`src/rtl/cpt_pkg.sv`:
```
package cpt_pkg;
  localparam int unsigned CPT_PC_W      = 32;
  localparam int unsigned CPT_ADDR_W    = 32;
  localparam int unsigned CPT_OFF_W     = 8;
  localparam int unsigned CPT_ENTRIES   = 16;
  localparam int unsigned CPT_BLK_BYTES = 16;
  localparam int unsigned CPT_PC_LSB    = 2;
endpackage

```
`src/rtl/cpt_table.sv`:
```
module cpt_table #(
  parameter int unsigned ENTRIES = 16,
  parameter int unsigned IDX_W   = 4,
  parameter int unsigned TAG_W   = 26,
  parameter int unsigned OFF_W   = 8
) (
  input  logic             clk,
  input  logic             rst_n,
  input  logic             wr_en,
  input  logic [IDX_W-1:0] wr_idx,
  input  logic [TAG_W-1:0] wr_tag,
  input  logic [OFF_W-1:0] wr_off,
  input  logic [IDX_W-1:0] rd_idx,
  output logic             rd_vld,
  output logic [TAG_W-1:0] rd_tag,
  output logic [OFF_W-1:0] rd_off
);
  logic [ENTRIES-1:0] vld_q;
  logic [TAG_W-1:0]   tag_q [ENTRIES];
  logic [OFF_W-1:0]   off_q [ENTRIES];

  for (genvar g = 0; g < ENTRIES; g++) begin : g_entry
    localparam logic [IDX_W-1:0] GI = IDX_W'(g);
    logic hit_wr;
    assign hit_wr = wr_en && (wr_idx == GI);

    always_ff @(posedge clk or negedge rst_n) begin
      if (!rst_n) vld_q[g] <= 1'b0;
      else if (hit_wr) vld_q[g] <= 1'b1;
    end

    always_ff @(posedge clk) begin
      if (hit_wr) begin
        tag_q[g] <= wr_tag;
        off_q[g] <= wr_off;
      end
    end
  end

  // Reads see the contents before any write at the same edge.
  assign rd_vld = vld_q[rd_idx];
  assign rd_tag = tag_q[rd_idx];
  assign rd_off = off_q[rd_idx];

  a_r1_reset_clears: assert property (@(posedge clk) disable iff (!rst_n)
    !$past(rst_n) |-> (vld_q == '0));
  a_r8_insert_sets_valid: assert property (@(posedge clk) disable iff (!rst_n)
    wr_en |=> vld_q[$past(wr_idx)]);
  a_r8_valid_only_by_insert: assert property (@(posedge clk) disable iff (!rst_n)
    !wr_en |=> $stable(vld_q));
endmodule

```
`src/rtl/cpt_match.sv`:
```
module cpt_match #(
  parameter int unsigned TAG_W = 26
) (
  input  logic             ent_vld,
  input  logic [TAG_W-1:0] ent_tag,
  input  logic [TAG_W-1:0] probe_tag,
  output logic             hit
);
  assign hit = ent_vld && (ent_tag == probe_tag);
endmodule

```
`src/rtl/cpt_addr_gen.sv`:
```
module cpt_addr_gen #(
  parameter int unsigned ADDR_W    = 32,
  parameter int unsigned OFF_W     = 8,
  parameter int unsigned BLK_BYTES = 16
) (
  input  logic [ADDR_W-1:0] base,
  input  logic [OFF_W-1:0]  off,
  output logic [ADDR_W-1:0] target
);
  localparam int unsigned BLK_W = $clog2(BLK_BYTES);
  localparam logic [ADDR_W-1:0] ALIGN_MASK = ~((ADDR_W'(1) << BLK_W) - ADDR_W'(1));

  logic [ADDR_W-1:0] off_sx;
  logic [ADDR_W-1:0] sum;

  assign off_sx = {{(ADDR_W-OFF_W){off[OFF_W-1]}}, off};
  assign sum    = base + off_sx;
  assign target = sum & ALIGN_MASK;
endmodule

```
`src/rtl/corr_prefetch_table.sv`:
```
module corr_prefetch_table
  import cpt_pkg::*;
#(
  parameter int unsigned PC_W      = CPT_PC_W,
  parameter int unsigned ADDR_W    = CPT_ADDR_W,
  parameter int unsigned OFF_W     = CPT_OFF_W,
  parameter int unsigned ENTRIES   = CPT_ENTRIES,
  parameter int unsigned BLK_BYTES = CPT_BLK_BYTES,
  parameter int unsigned PC_LSB    = CPT_PC_LSB
) (
  input  logic              clk,
  input  logic              rst_n,
  input  logic              ins_valid,
  input  logic [PC_W-1:0]   ins_pc,
  input  logic [OFF_W-1:0]  ins_offset,
  input  logic              acc_valid,
  input  logic [PC_W-1:0]   acc_pc,
  input  logic [ADDR_W-1:0] acc_addr,
  output logic              pf_valid,
  output logic [ADDR_W-1:0] pf_addr
);
  localparam int unsigned IDX_W = $clog2(ENTRIES);
  localparam int unsigned TAG_W = PC_W - PC_LSB - IDX_W;
  localparam int unsigned BLK_W = $clog2(BLK_BYTES);

  logic [IDX_W-1:0]  ins_idx, acc_idx;
  logic [TAG_W-1:0]  ins_tag, acc_tag;
  logic              ent_vld;
  logic [TAG_W-1:0]  ent_tag;
  logic [OFF_W-1:0]  ent_off;
  logic              lk_hit;
  logic [ADDR_W-1:0] tgt;

  assign ins_idx = ins_pc[PC_LSB +: IDX_W];
  assign acc_idx = acc_pc[PC_LSB +: IDX_W];
  assign ins_tag = ins_pc[PC_W-1 -: TAG_W];
  assign acc_tag = acc_pc[PC_W-1 -: TAG_W];

  if (PC_LSB > 0) begin : g_lsb
    logic unused_pc_lsb;
    assign unused_pc_lsb = ^{ins_pc[PC_LSB-1:0], acc_pc[PC_LSB-1:0]};
  end

  cpt_table #(.ENTRIES(ENTRIES), .IDX_W(IDX_W), .TAG_W(TAG_W), .OFF_W(OFF_W)) u_table (
    .clk    (clk),
    .rst_n  (rst_n),
    .wr_en  (ins_valid),
    .wr_idx (ins_idx),
    .wr_tag (ins_tag),
    .wr_off (ins_offset),
    .rd_idx (acc_idx),
    .rd_vld (ent_vld),
    .rd_tag (ent_tag),
    .rd_off (ent_off)
  );

  cpt_match #(.TAG_W(TAG_W)) u_match (
    .ent_vld   (ent_vld),
    .ent_tag   (ent_tag),
    .probe_tag (acc_tag),
    .hit       (lk_hit)
  );

  cpt_addr_gen #(.ADDR_W(ADDR_W), .OFF_W(OFF_W), .BLK_BYTES(BLK_BYTES)) u_addr (
    .base   (acc_addr),
    .off    (ent_off),
    .target (tgt)
  );

  always_ff @(posedge clk or negedge rst_n) begin
    if (!rst_n) begin
      pf_valid <= 1'b0;
      pf_addr  <= '0;
    end else begin
      pf_valid <= acc_valid && lk_hit;
      if (acc_valid && lk_hit) pf_addr <= tgt;
    end
  end

  a_r7_pulse_needs_access: assert property (@(posedge clk) disable iff (!rst_n)
    pf_valid |-> $past(acc_valid));
  a_r5_pulse_needs_valid_entry: assert property (@(posedge clk) disable iff (!rst_n)
    pf_valid |-> $past(ent_vld));
  a_r4_block_aligned: assert property (@(posedge clk) disable iff (!rst_n)
    pf_valid |-> (pf_addr[BLK_W-1:0] == '0));
endmodule

```
`config.mk`:
```
export PLATFORM = sky130hd
export DESIGN_NAME = corr_prefetch_table
export DESIGN_NICKNAME = d
export VERILOG_FILES = /design/src/rtl/cpt_pkg.sv /design/src/rtl/cpt_table.sv /design/src/rtl/cpt_match.sv /design/src/rtl/cpt_addr_gen.sv /design/src/rtl/corr_prefetch_table.sv
export SDC_FILE = /design/constraint.sdc
export NUM_CORES = 1
export LEC_CHECK = 0
export ABC_AREA = 1
export BUFFER_PORTS_ARGS = -buffer_cell sky130_fd_sc_hd__buf_2
export CORE_ASPECT_RATIO = 0.8
export CORE_MARGIN = 3
export CORE_UTILIZATION = 45
export CTS_CLUSTER_DIAMETER = 80
export DETAILED_ROUTE_END_ITERATION = 10
export PLACE_DENSITY = 0.63
export SLEW_MARGIN = 10
export SYNTH_ARGS = -nofsm -noshare
export SYNTH_HDL_FRONTEND = slang
export SYNTH_HIERARCHICAL = 1
export SYNTH_SLANG_ARGS = --single-unit
```
`constraint.sdc`:
```
create_clock -name clk -period 3.3 [get_ports clk]
set_input_delay 0.33 -clock clk [delete_from_list [all_inputs] [get_ports clk]]
set_output_delay 0.33 -clock clk [all_outputs]
set_load 0.05 [all_outputs]
```
==> out/results.ini, run 1 <==
[critical_path]
endpoint_kind = register
worstSetupStartpoint = u_table/off_q[13][7]
critical_path.reg2reg.startpoint = u_table/off_q[13][7]
crit_path_start_kind = register
path_class = reg2reg
required_ns = 3.85
critical_path_peak_fanout = 25
critical_path_arrival_ns = 3.30

[route]
route.final.wire_length_microns = 73570
detail_route.iter0.violations = 1872
drc = 0
detailroute.via_count = 20620
detail_route_antenna_nets = 0
post_drt_wl_per_cell_microns = 17.88
first_pass_iters = 6
post_detailed_route_via_to_cell_ratio = 5.010

[pwr]
vdd_ir_drop_max_mv = 0.4209
p_leak_nw = 15.15
power.total_mw = 17.22
cellPowerDensity_mw_per_mm2 = 534.0

[place]
count_of_input_and_output_buffers = 136
place.gp.congestion = 0.8849
preCtsSetupSlack_ns = 0.09062
hpwl_microns = 43550

[timing]
report.final.slew_viol_count = 0
tightestPinTransition_ns = 0.7874
finalSetupTns_ns = 0
clock_skew_ns = 0.01816
timing.fmax_ghz = 0.3632
hold_viol = 0
final_critical_delay_including_setup_and_external_delays_ns = 2.753
timing.slew.headroom_pct = 47.38
setup-violations-final = 0
finalWorstSetupSlack_ns = 0.5470
grt_setup_unrepaired = false
min_period_over_period_pct = 83.43

[final_layout]
syn_to_final_growth_pct = 14.11
layout_common_cells = sky130_fd_sc_hd__nand2_1 (1121), sky130_fd_sc_hd__inv_1 (599), sky130_fd_sc_hd__edfxtp_1 (544)
fill_cells = 5497
finish.net_count = 3373
total_area_of_sequential_cells_sq_mm = 0.01756
finalCoreUtilization_pct = 52.34
final_layout_size_suffix_gt1_share_pct = 9.686
most_common_library_cell_in_the_layout_ignoring_fill_and_taps = sky130_fd_sc_hd__nand2_1
multiInputGateArea_sq_mm = 0.007839

[synthesis]
number_of_enable_flip_flop_cells_after_synthesis = 544
synth_async_sr_flop_share_pct = 8.263
synth.distinct_cells = 31
synth.yosys.warnings = 6
postSynthRegisterBits = 593
post_synth_instance_area_sq_mm = 0.02827
synth.yosys.seq_area_share_pct = 62.13
synthFlopType = sky130_fd_sc_hd__edfxtp_1
synth_area_per_cell_sq_um = 9.103
post_synth_inst_count = 3105

[run_status]
status = completed

[floorplan]
start_util_pct = 45.87
chipWidth_microns = 286.2
row_count = 81
die_height_microns = 230.2
die-area_sq_mm = 0.06587
io_pins = 141
fp.coreArea_sq_mm = 0.06162

[clock_tree]
clock-sinks = 593
clkSlewWorstSetupHoldPaths_ns = 0.06
cts_buffers = 59
htree_num_levels = 2
cts.root.buffer_cell = sky130_fd_sc_hd__clkbuf_16
max_buffers_root_to_sink = 3
worst_skew_pair.late_latency_ns = 0.62
tritoncts = built
post_cts_resized = 0

[grt]
grt.total_usage_pct = 21.97
grt_pass1_vias = 18980
grt_first_pass_wirelength_microns = 111000
gr_overflow_total = 0
grt_antenna_before_repair = 3
grt_max_degree = 77

[min_path]
hold_start = ins_pc[2]
hold_class = in2reg

[flow_run]
timing.max_cap.violations = 0

final timing paths:
| path | to | slack [ns] | cells after the start |
|---|---|---|---|
| min in group asynchronous | pf_addr[2] | 0.30 | 2 |
| setup reg to reg | pf_addr[30] | 0.55 | 18 |
| max in group asynchronous | u_table/vld_q[6] | 2.55 | 2 |
| hold / removal | u_table/vld_q[1] | 0.07 | 3 |
| hold reg to reg | u_table/vld_q[3] | 0.45 | 2 |
| setup / recovery | pf_addr[30] | 0.55 | 18 |
critical path: stages (launching register included):
cell	delay (ns)
sky130_fd_sc_hd__edfxtp_1	0.36
sky130_fd_sc_hd__inv_1	0.06
sky130_fd_sc_hd__nand2_1	0.05
sky130_fd_sc_hd__nand3_1	0.09
sky130_fd_sc_hd__nand3_1	0.08
sky130_fd_sc_hd__nand3_1	0.10
sky130_fd_sc_hd__nand2_1	0.09
sky130_fd_sc_hd__buf_12	0.17
sky130_fd_sc_hd__ha_1	0.38
sky130_fd_sc_hd__nand2_1	0.15
sky130_fd_sc_hd__nor2_1	0.24
sky130_fd_sc_hd__a21oi_1	0.11
sky130_fd_sc_hd__nand2_2	0.16
sky130_fd_sc_hd__nand2_1	0.11
sky130_fd_sc_hd__nand2_1	0.07
sky130_fd_sc_hd__nand2_1	0.04
sky130_fd_sc_hd__nand2_1	0.17
sky130_fd_sc_hd__nand3_1	0.13
sky130_fd_sc_hd__nand2_1	0.11
report_power, final:
group          internal (mW)  leakage [nW]  switching, mW
clock network           4.13         0.983           2.85
registers               8.35          5.52         0.0337
logic                  0.568          8.65           1.28
synth_stat cells (2+ instances only):
library cell	instances	area, sq um
sky130_fd_sc_hd__xor2_1	14	122.6
sky130_fd_sc_hd__buf_6	3	33.78
sky130_fd_sc_hd__ha_1	30	375.4
sky130_fd_sc_hd__edfxtp_1	544	16340
sky130_fd_sc_hd__dfrtp_1	49	1226
sky130_fd_sc_hd__inv_1	605	2271
sky130_fd_sc_hd__nand2_1	1121	4208
sky130_fd_sc_hd__xnor2_1	4	35.03
sky130_fd_sc_hd__or2_2	4	25.02
sky130_fd_sc_hd__nand4_1	2	12.51
sky130_fd_sc_hd__buf_2	64	320.3
sky130_fd_sc_hd__clkbuf_1	26	97.59
sky130_fd_sc_hd__inv_2	4	15.01
sky130_fd_sc_hd__buf_4	24	180.2
sky130_fd_sc_hd__nor2_1	67	251.5
sky130_fd_sc_hd__and3_1	2	12.51
sky130_fd_sc_hd__nand2_2	7	43.79
sky130_fd_sc_hd__a21oi_1	19	95.09
sky130_fd_sc_hd__nor3_1	6	30.03
sky130_fd_sc_hd__buf_1	12	45.04
sky130_fd_sc_hd__o21ai_0	9	45.04
sky130_fd_sc_hd__nor2_2	4	25.02
sky130_fd_sc_hd__nand3_1	477	2387
logic make-up after synthesis:
| kind of cell | after synthesis | synth area share, % |
|---|---|---|
| other | 1 | 0.01327 |
| AND/OR/NAND/NOR | 1695 | 24.95 |
| flip-flops | 593 | 62.13 |
| AO/OA/AOI/OAI | 29 | 0.5223 |
| buffers and inverters | 739 | 10.50 |
| XOR/XNOR | 18 | 0.5577 |
| adder cells (fa/ha/maj) | 30 | 1.328 |
registers in the layout, indices dropped and copies added, names as in the netlist:
name / flops
pf_addr: 32
u_table/off_q: 128
u_table/vld_q: 16
pf_valid: 1
u_table/tag_q: 416
cell type report:
type / count / area share (%)
antenna: 2 / 0.01552
clock buffer: 67 / 4.671
clock inverter: 42 / 1.544
inverter: 610 / 7.130
multi-input combinational: 1776 / 24.30
sequential: 593 / 54.45
tap: 830 / 3.220
timing repair buffer: 195 / 4.667
repair_timing:
action	CTS	global route
hold buffers	1	0
buffers inserted	0	0
endpoints found under the hold margin	49	0
layer usage:
metal / GRT usage, % / wire, microns / vias to the layer above
met2: 35.05 / 34140 / 701
met5: 0 / 20 / -
met3: 2.884 / 4747 / 127
met4: 6.234 / 1648 / 2
li1: - / - / 10050
met1: 31.62 / 33010 / 9737
stage by stage:
step	hold slack (ns)	std cells	instance area, sq um
floorplan	0.03441	3108	28300
global placement	0.4321	4003	30230
detailed placement	0.4397	4003	30230
CTS	0.01874	4113	32250
global route	0.07092	4114	32250
finish	0.06654	4115	32250
No activity file was read; power rests on OpenSTA's default activity.
==> inputs of run 2 (changes only) <==
==> constraint.sdc (replaced) <==
create_clock -name clk -period 2.8 [get_ports clk]
set_input_delay 0.28 -clock clk [delete_from_list [all_inputs] [get_ports clk]]
set_output_delay 0.28 -clock clk [all_outputs]
set_load 0.05 [all_outputs]
==> run 2 against run 1 <==
Sequential share of layout area is 1.7 points lower. Wire length is 1.1% higher. Clock skew is 0.00058 ns higher. Register-to-register slack worse by 0.40 ns. Die area stayed put. Design area is 3.3% higher. Cell count is 2.7% higher. Core utilization is 1.7 points higher. First-iteration DRC count is 2.0% higher. Combinational power is 34% higher. Sequential power is 18% higher.
==> out/results.ini, run 2 (synthesis results as in run 1) <==
[route]
route.final.wire_length_microns = 74380
drc = 0
post_detailed_route_via_to_cell_ratio = 4.953
post_drt_wl_per_cell_microns = 17.59
detail_route.iter0.violations = 1909
detail_route_antenna_nets = 0
first_pass_iters = 5
detailroute.via_count = 20940

[critical_path]
critical_path_arrival_ns = 3.17
critical_path_peak_fanout = 23
max_stage_delay_ns = 0.37
crit_path_start_kind = register
path_cells = inv_1 > nand2_1 > nand3_1 > nand3_1 > nand3_1 > nand2_2 > buf_12 > ha_1 > nand2_2 > inv_1 > nand2_1 > nand2_1 > a21oi_1 > nand2_2 > nand2_1 > nand2_1 > nand2_1 > nand2_2 > nand3_1 > nand2_1
endpoint_kind = register
worst_path_most_repeated_cell = sky130_fd_sc_hd__nand2_1
path_class = reg2reg
r2r_setup_slack_ns = 0.15
required_ns = 3.32
crit_path_top_delay_cell = sky130_fd_sc_hd__ha_1

[clock_tree]
worst_skew_pair.late_latency_ns = 0.63
cts_buffers = 60
clkSlewWorstSetupHoldPaths_ns = 0.06
clock-sinks = 593
max_buffers_root_to_sink = 3
htree_num_levels = 2
tritoncts = built
cts.root.buffer_cell = sky130_fd_sc_hd__clkbuf_16
setup_fix_bufs_post_cts = 0

[timing]
finalSetupTns_ns = 0
timing.fmax_ghz = 0.3767
report.final.slew_viol_count = 0
tightestPinTransition_ns = 0.6671
setup-violations-final = 0
timing.slew.headroom_pct = 55.53
clock_skew_ns = 0.01873
hold_viol = 0
grt_setup_unrepaired = true
min_period_over_period_pct = 94.81
final_critical_delay_including_setup_and_external_delays_ns = 2.655

[floorplan]
io_pins = 141
start_util_pct = 45.87
chipWidth_microns = 286.2
die-area_sq_mm = 0.06587
die_height_microns = 230.2
row_count = 81
fp.coreArea_sq_mm = 0.06162

[final_layout]
antenna-diode-count = 0
fill_cells = 5460
layout.cell_area.non_filler_sq_mm = 0.03332
finish.net_count = 3487
layout_common_cells = sky130_fd_sc_hd__nand2_1 (1113), sky130_fd_sc_hd__inv_1 (599), sky130_fd_sc_hd__edfxtp_1 (544)
largest_reg_flops = 416
multiInputGateArea_sq_mm = 0.007928
final_layout_size_suffix_gt1_share_pct = 13.07
syn_to_final_growth_pct = 17.89
finalCoreUtilization_pct = 54.08
largest_register = u_table/tag_q
total_area_of_sequential_cells_sq_mm = 0.01756
most_common_library_cell_in_the_layout_ignoring_fill_and_taps = sky130_fd_sc_hd__nand2_1
final-instance-count-excl-fill = 4228
reg.largest.list = u_table/tag_q (416), u_table/off_q (128), pf_addr (32)

[grt]
grt_pass1_vias = 19960
grt_max_degree = 62
grt_antenna_before_repair = 2
grt.total_usage_pct = 22.56
grt_first_pass_wirelength_microns = 114600
gr_overflow_total = 0

[place]
dpl.cell_count = 4100
hpwl_microns = 44900
placed_area_sq_mm = 0.03107
count_of_input_and_output_buffers = 136
place.gp.congestion = 0.8861

[run_status]
status = completed

[pwr]
p_leak_nw = 15.71
vdd_ir_drop_max_mv = 0.5530
power.total_mw = 20.46
cellPowerDensity_mw_per_mm2 = 613.9

[min_path]
hold_class = in2reg

[flow_run]
timing.max_cap.violations = 0

==> run 2: timing repair <==
| action | in CTS | in global routing |
|---|---|---|
| hold endpoints to repair | 167 | 0 |
| hold buffers | 17 | 0 |
| gates resized for setup | 0 | 24 |
| setup endpoints to repair | 0 | 12 |
==> run 2: power by group <==
| part | total, mW | internal, mW | switching (mW) | leakage [nW] |
|---|---|---|---|---|
| sequential | 9.89 | 9.85 | 0.0404 | 5.52 |
| combinational | 2.48 | 0.893 | 1.59 | 9.22 |
| clock | 8.09 | 4.66 | 3.43 | 0.970 |
==> run 2: metrics by stage <==
stage | hold slack (ns) | setup slack, ns
after global routing | 0.01948 | -0.03456
after detailed placement | 0.4401 | -0.1730
after CTS | 0.0006064 | 0.09013
after floorplan | -0.01559 | 0.1499
final | 0.02449 | 0.1454
after global placement | 0.4351 | -0.1956
==> run 2: worst paths after layout <==
path                                           from                  end  cells past startpoint
worst max-delay path            u_table/off_q[6][7]          pf_addr[30]                     20
worst min-delay path                     ins_pc[15]  u_table/tag_q[9][9]                      1
worst max register to register  u_table/off_q[6][7]          pf_addr[30]                     20
worst min register to register     u_table/vld_q[1]     u_table/vld_q[1]                      2
max in group asynchronous                     rst_n     u_table/vld_q[3]                      2
min in group asynchronous                     rst_n             pf_valid                      2
==> run 2: routing by layer <==
metal | GRT usage, % | share of wire, %
met1 | 32.31 | 45
met2 | 36.19 | 46
met3 | 3.370 | 6.7
met4 | 5.723 | 2.1
met5 | 0 | 0.046
==> run 2: final cells by class <==
| type | instances | area share (%) |
|---|---|---|
| flip-flops and latches | 593 | 52.70 |
| multi-input cells | 1776 | 23.79 |
| repair buffers | 308 | 7.521 |
| inverters | 610 | 6.901 |
| clock buffers | 75 | 4.738 |
| well taps | 830 | 3.116 |
| clock inverters | 36 | 1.232 |
==> run 2: critical path: cells and delay by family (launching register included) <==
| family | cells | cell delay [ns] |
|---|---|---|
| AO/OA/AOI/OAI | 1 | 0.16 |
| flip-flops | 1 | 0.36 |
| buffers and inverters | 3 | 0.28 |
| AND/OR/NAND/NOR | 15 | 1.35 |
| adder cells (fa/ha/maj) | 1 | 0.37 |
==> inputs of run 3 (changes only) <==
==> constraint.sdc (replaced) <==
create_clock -name clk -period 2.9 [get_ports clk]
set_input_delay 0.29 -clock clk [delete_from_list [all_inputs] [get_ports clk]]
set_output_delay 0.29 -clock clk [all_outputs]
set_load 0.05 [all_outputs]
==> run 3 against run 2 <==
Wire length is 0.72% higher. Global-route usage is 0.11 points higher. Maximum frequency shrank 0.23%. Setup slack improved by 0.094 ns. Design area shrank 1.9%. Cell count down 0.83%. Flip-flop and latch count unchanged. Non-clock buffer count decreased by 37. Largest power group unchanged.
==> out/results.ini, run 3 (synthesis results as in run 1) <==
[run_status]
status = completed

[timing]
setup-violations-final = 0
min_period_over_period_pct = 91.75
timing.fmax_ghz = 0.3758
hold_viol = 0
clock_skew_ns = 0.02321
timing.slew.headroom_pct = 52.18
final_critical_delay_including_setup_and_external_delays_ns = 2.661
tightestPinTransition_ns = 0.7174
report.final.slew_viol_count = 0
finalWorstSetupSlack_ns = 0.2393

[pwr]
power.total_mw = 19.08
p_leak_nw = 15.42
vdd_ir_drop_max_mv = 0.5172
cellPowerDensity_mw_per_mm2 = 583.5

[route]
detailroute.via_count = 21010
detail_route_antenna_nets = 0
drc = 0
post_drt_wl_per_cell_microns = 17.87
first_pass_iters = 5
detail_route.iter0.violations = 2047
post_detailed_route_via_to_cell_ratio = 5.011
route.final.wire_length_microns = 74910

[clock_tree]
cts.root.buffer_cell = sky130_fd_sc_hd__clkbuf_16
worst_skew_pair.late_latency_ns = 0.63
clock-sinks = 593
tritoncts = built
htree_num_levels = 2
clkSlewWorstSetupHoldPaths_ns = 0.06
cts_buffers = 60
max_buffers_root_to_sink = 3

[grt]
gr_overflow_total = 0
gr-usage-met2_pct = 35.76
global_route.peak_usage_layer = met2
grt.total_usage_pct = 22.66
gr-usage-met1_pct = 32.49
grt_max_degree = 74
grt_antenna_before_repair = 7
grt_first_pass_wirelength_microns = 115000
grt_pass1_vias = 19910
grt_use_met3_pct = 3.667

[floorplan]
fp.coreArea_sq_mm = 0.06162
die_height_microns = 230.2
start_util_pct = 45.87
die-area_sq_mm = 0.06587
chipWidth_microns = 286.2
row_count = 81
io_pins = 141

[final_layout]
reg.largest.list = u_table/tag_q (416), u_table/off_q (128), pf_addr (32)
finalCoreUtilization_pct = 53.06
most_common_library_cell_in_the_layout_ignoring_fill_and_taps = sky130_fd_sc_hd__nand2_1
layout_common_cells = sky130_fd_sc_hd__nand2_1 (1120), sky130_fd_sc_hd__inv_1 (599), sky130_fd_sc_hd__edfxtp_1 (544)
syn_to_final_growth_pct = 15.67
largest_reg_flops = 416
final_layout_size_suffix_gt1_share_pct = 11.82
largest_register = u_table/tag_q
finish.net_count = 3450
final-instance-count-excl-fill = 4193

[flow_run]
timing.max_cap.violations = 0

[place]
count_of_input_and_output_buffers = 136
place.gp.congestion = 0.8966
preCtsSetupSlack_ns = -0.09637
hpwl_microns = 44790
dpl.cell_count = 4078

[critical_path]
critical_path.reg2reg.startpoint = u_table/off_q[7][7]
r2r.worst_path.cells = 19
required_ns = 3.46
r2r_setup_slack_ns = 0.24
worstSetupStartpoint = u_table/off_q[7][7]
crit_path_start_kind = register
path_class = reg2reg
critical_path_peak_fanout = 20
critPathCapture = pf_addr[31]
critical_path.reg2reg.endpoint = pf_addr[31]
endpoint_kind = register
critical_path_arrival_ns = 3.22

[min_path]
hold_class = in2reg

==> run 3: cell count changes in the layout (fill, tap and decap cells not counted), sizes merged <==
| cell | delta |
|---|---|
| buf | -22 |
| bufinv | -5 |
| clkbuf | +1 |
| clkinv | +3 |
| clkinvlp | -2 |
| diode | +4 |
| dlygate4sd3 | -15 |
| inv | +1 |
==> run 3: report_power, final <==
group,internal [mW],switching [mW],leakage (nW)
combinational,0.800,1.50,9.02
clock,3.99,3.24,0.885
sequential,9.51,0.0394,5.52
==> run 3: how the worst min path moves through the flow <==
stage | from | end | slack (ns) | cells past startpoint
global placement | u_table/vld_q[4] | u_table/vld_q[4] | 0.44 | 2
detailed placement | u_table/vld_q[0] | u_table/vld_q[0] | 0.44 | 2
floorplan | rst_n | pf_addr[0] | -0.006 | 0
finish | ins_valid | u_table/vld_q[8] | 0.02 | 3
CTS | ins_valid | u_table/vld_q[8] | 0.00009 | 3
global route | ins_pc[19] | u_table/tag_q[11][13] | 0.03 | 1
==> run 3: worst max-delay path, cell delays in order, from the launching register on <==
cell and delay, ns:
sky130_fd_sc_hd__edfxtp_1 0.35, sky130_fd_sc_hd__inv_1 0.06, sky130_fd_sc_hd__nand2_1 0.05, sky130_fd_sc_hd__nand3_1 0.09, sky130_fd_sc_hd__nand3_1 0.08, sky130_fd_sc_hd__nand3_1 0.08, sky130_fd_sc_hd__nand2_1 0.09, sky130_fd_sc_hd__buf_12 0.17
sky130_fd_sc_hd__buf_4 0.17, sky130_fd_sc_hd__ha_2 0.38, sky130_fd_sc_hd__nand2_1 0.13, sky130_fd_sc_hd__nor2_2 0.20, sky130_fd_sc_hd__nand2_1 0.10, sky130_fd_sc_hd__nor2_1 0.12, sky130_fd_sc_hd__nand2_1 0.08, sky130_fd_sc_hd__nand2_1 0.06
sky130_fd_sc_hd__nand2_1 0.04, sky130_fd_sc_hd__nand2_1 0.13, sky130_fd_sc_hd__nand3_1 0.10, sky130_fd_sc_hd__nand2_1 0.10
==> run 3: layout make-up <==
class	instances	area (sq um)
flip-flops and latches	593	17560
fillers	5576	28920
repair buffers	271	2103
diodes	4	10.01
clock inverters	33	252.7
well taps	830	1039
inverters	610	2300
multi-input cells	1776	7868
clock buffers	76	1562
==> run 3: what timing repair did <==
item | CTS | global route
hold endpoints to repair | 50 | 0
endpoints found under the setup margin | 0 | 2
resized for setup | 0 | 10
setup buffers | 0 | 0
hold buffers | 2 | 0
==> run 3: through the flow <==
step           setup TNS [ns]  instance area (sq um)  hold slack [ns]
2_1_floorplan               0                  28300        -0.005591
3_3_place_gp          -0.2310                  30820           0.4385
3_5_place_dp           -2.564                  30820           0.4407
4_1_cts                     0                  32650       0.00008993
5_1_grt             -0.001661                  32690          0.02792
6_report                    0                  32700          0.02447
==> run 3: per-layer routing <==
metal | vias to the layer above | routed length, microns | part of all wire, %
li1 | 10180 | - | -
met1 | 9988 | 33640 | 45
met2 | 709 | 34350 | 46
met3 | 131 | 5235 | 7.0
met4 | 4 | 1668 | 2.2
met5 | - | 27 | 0.036
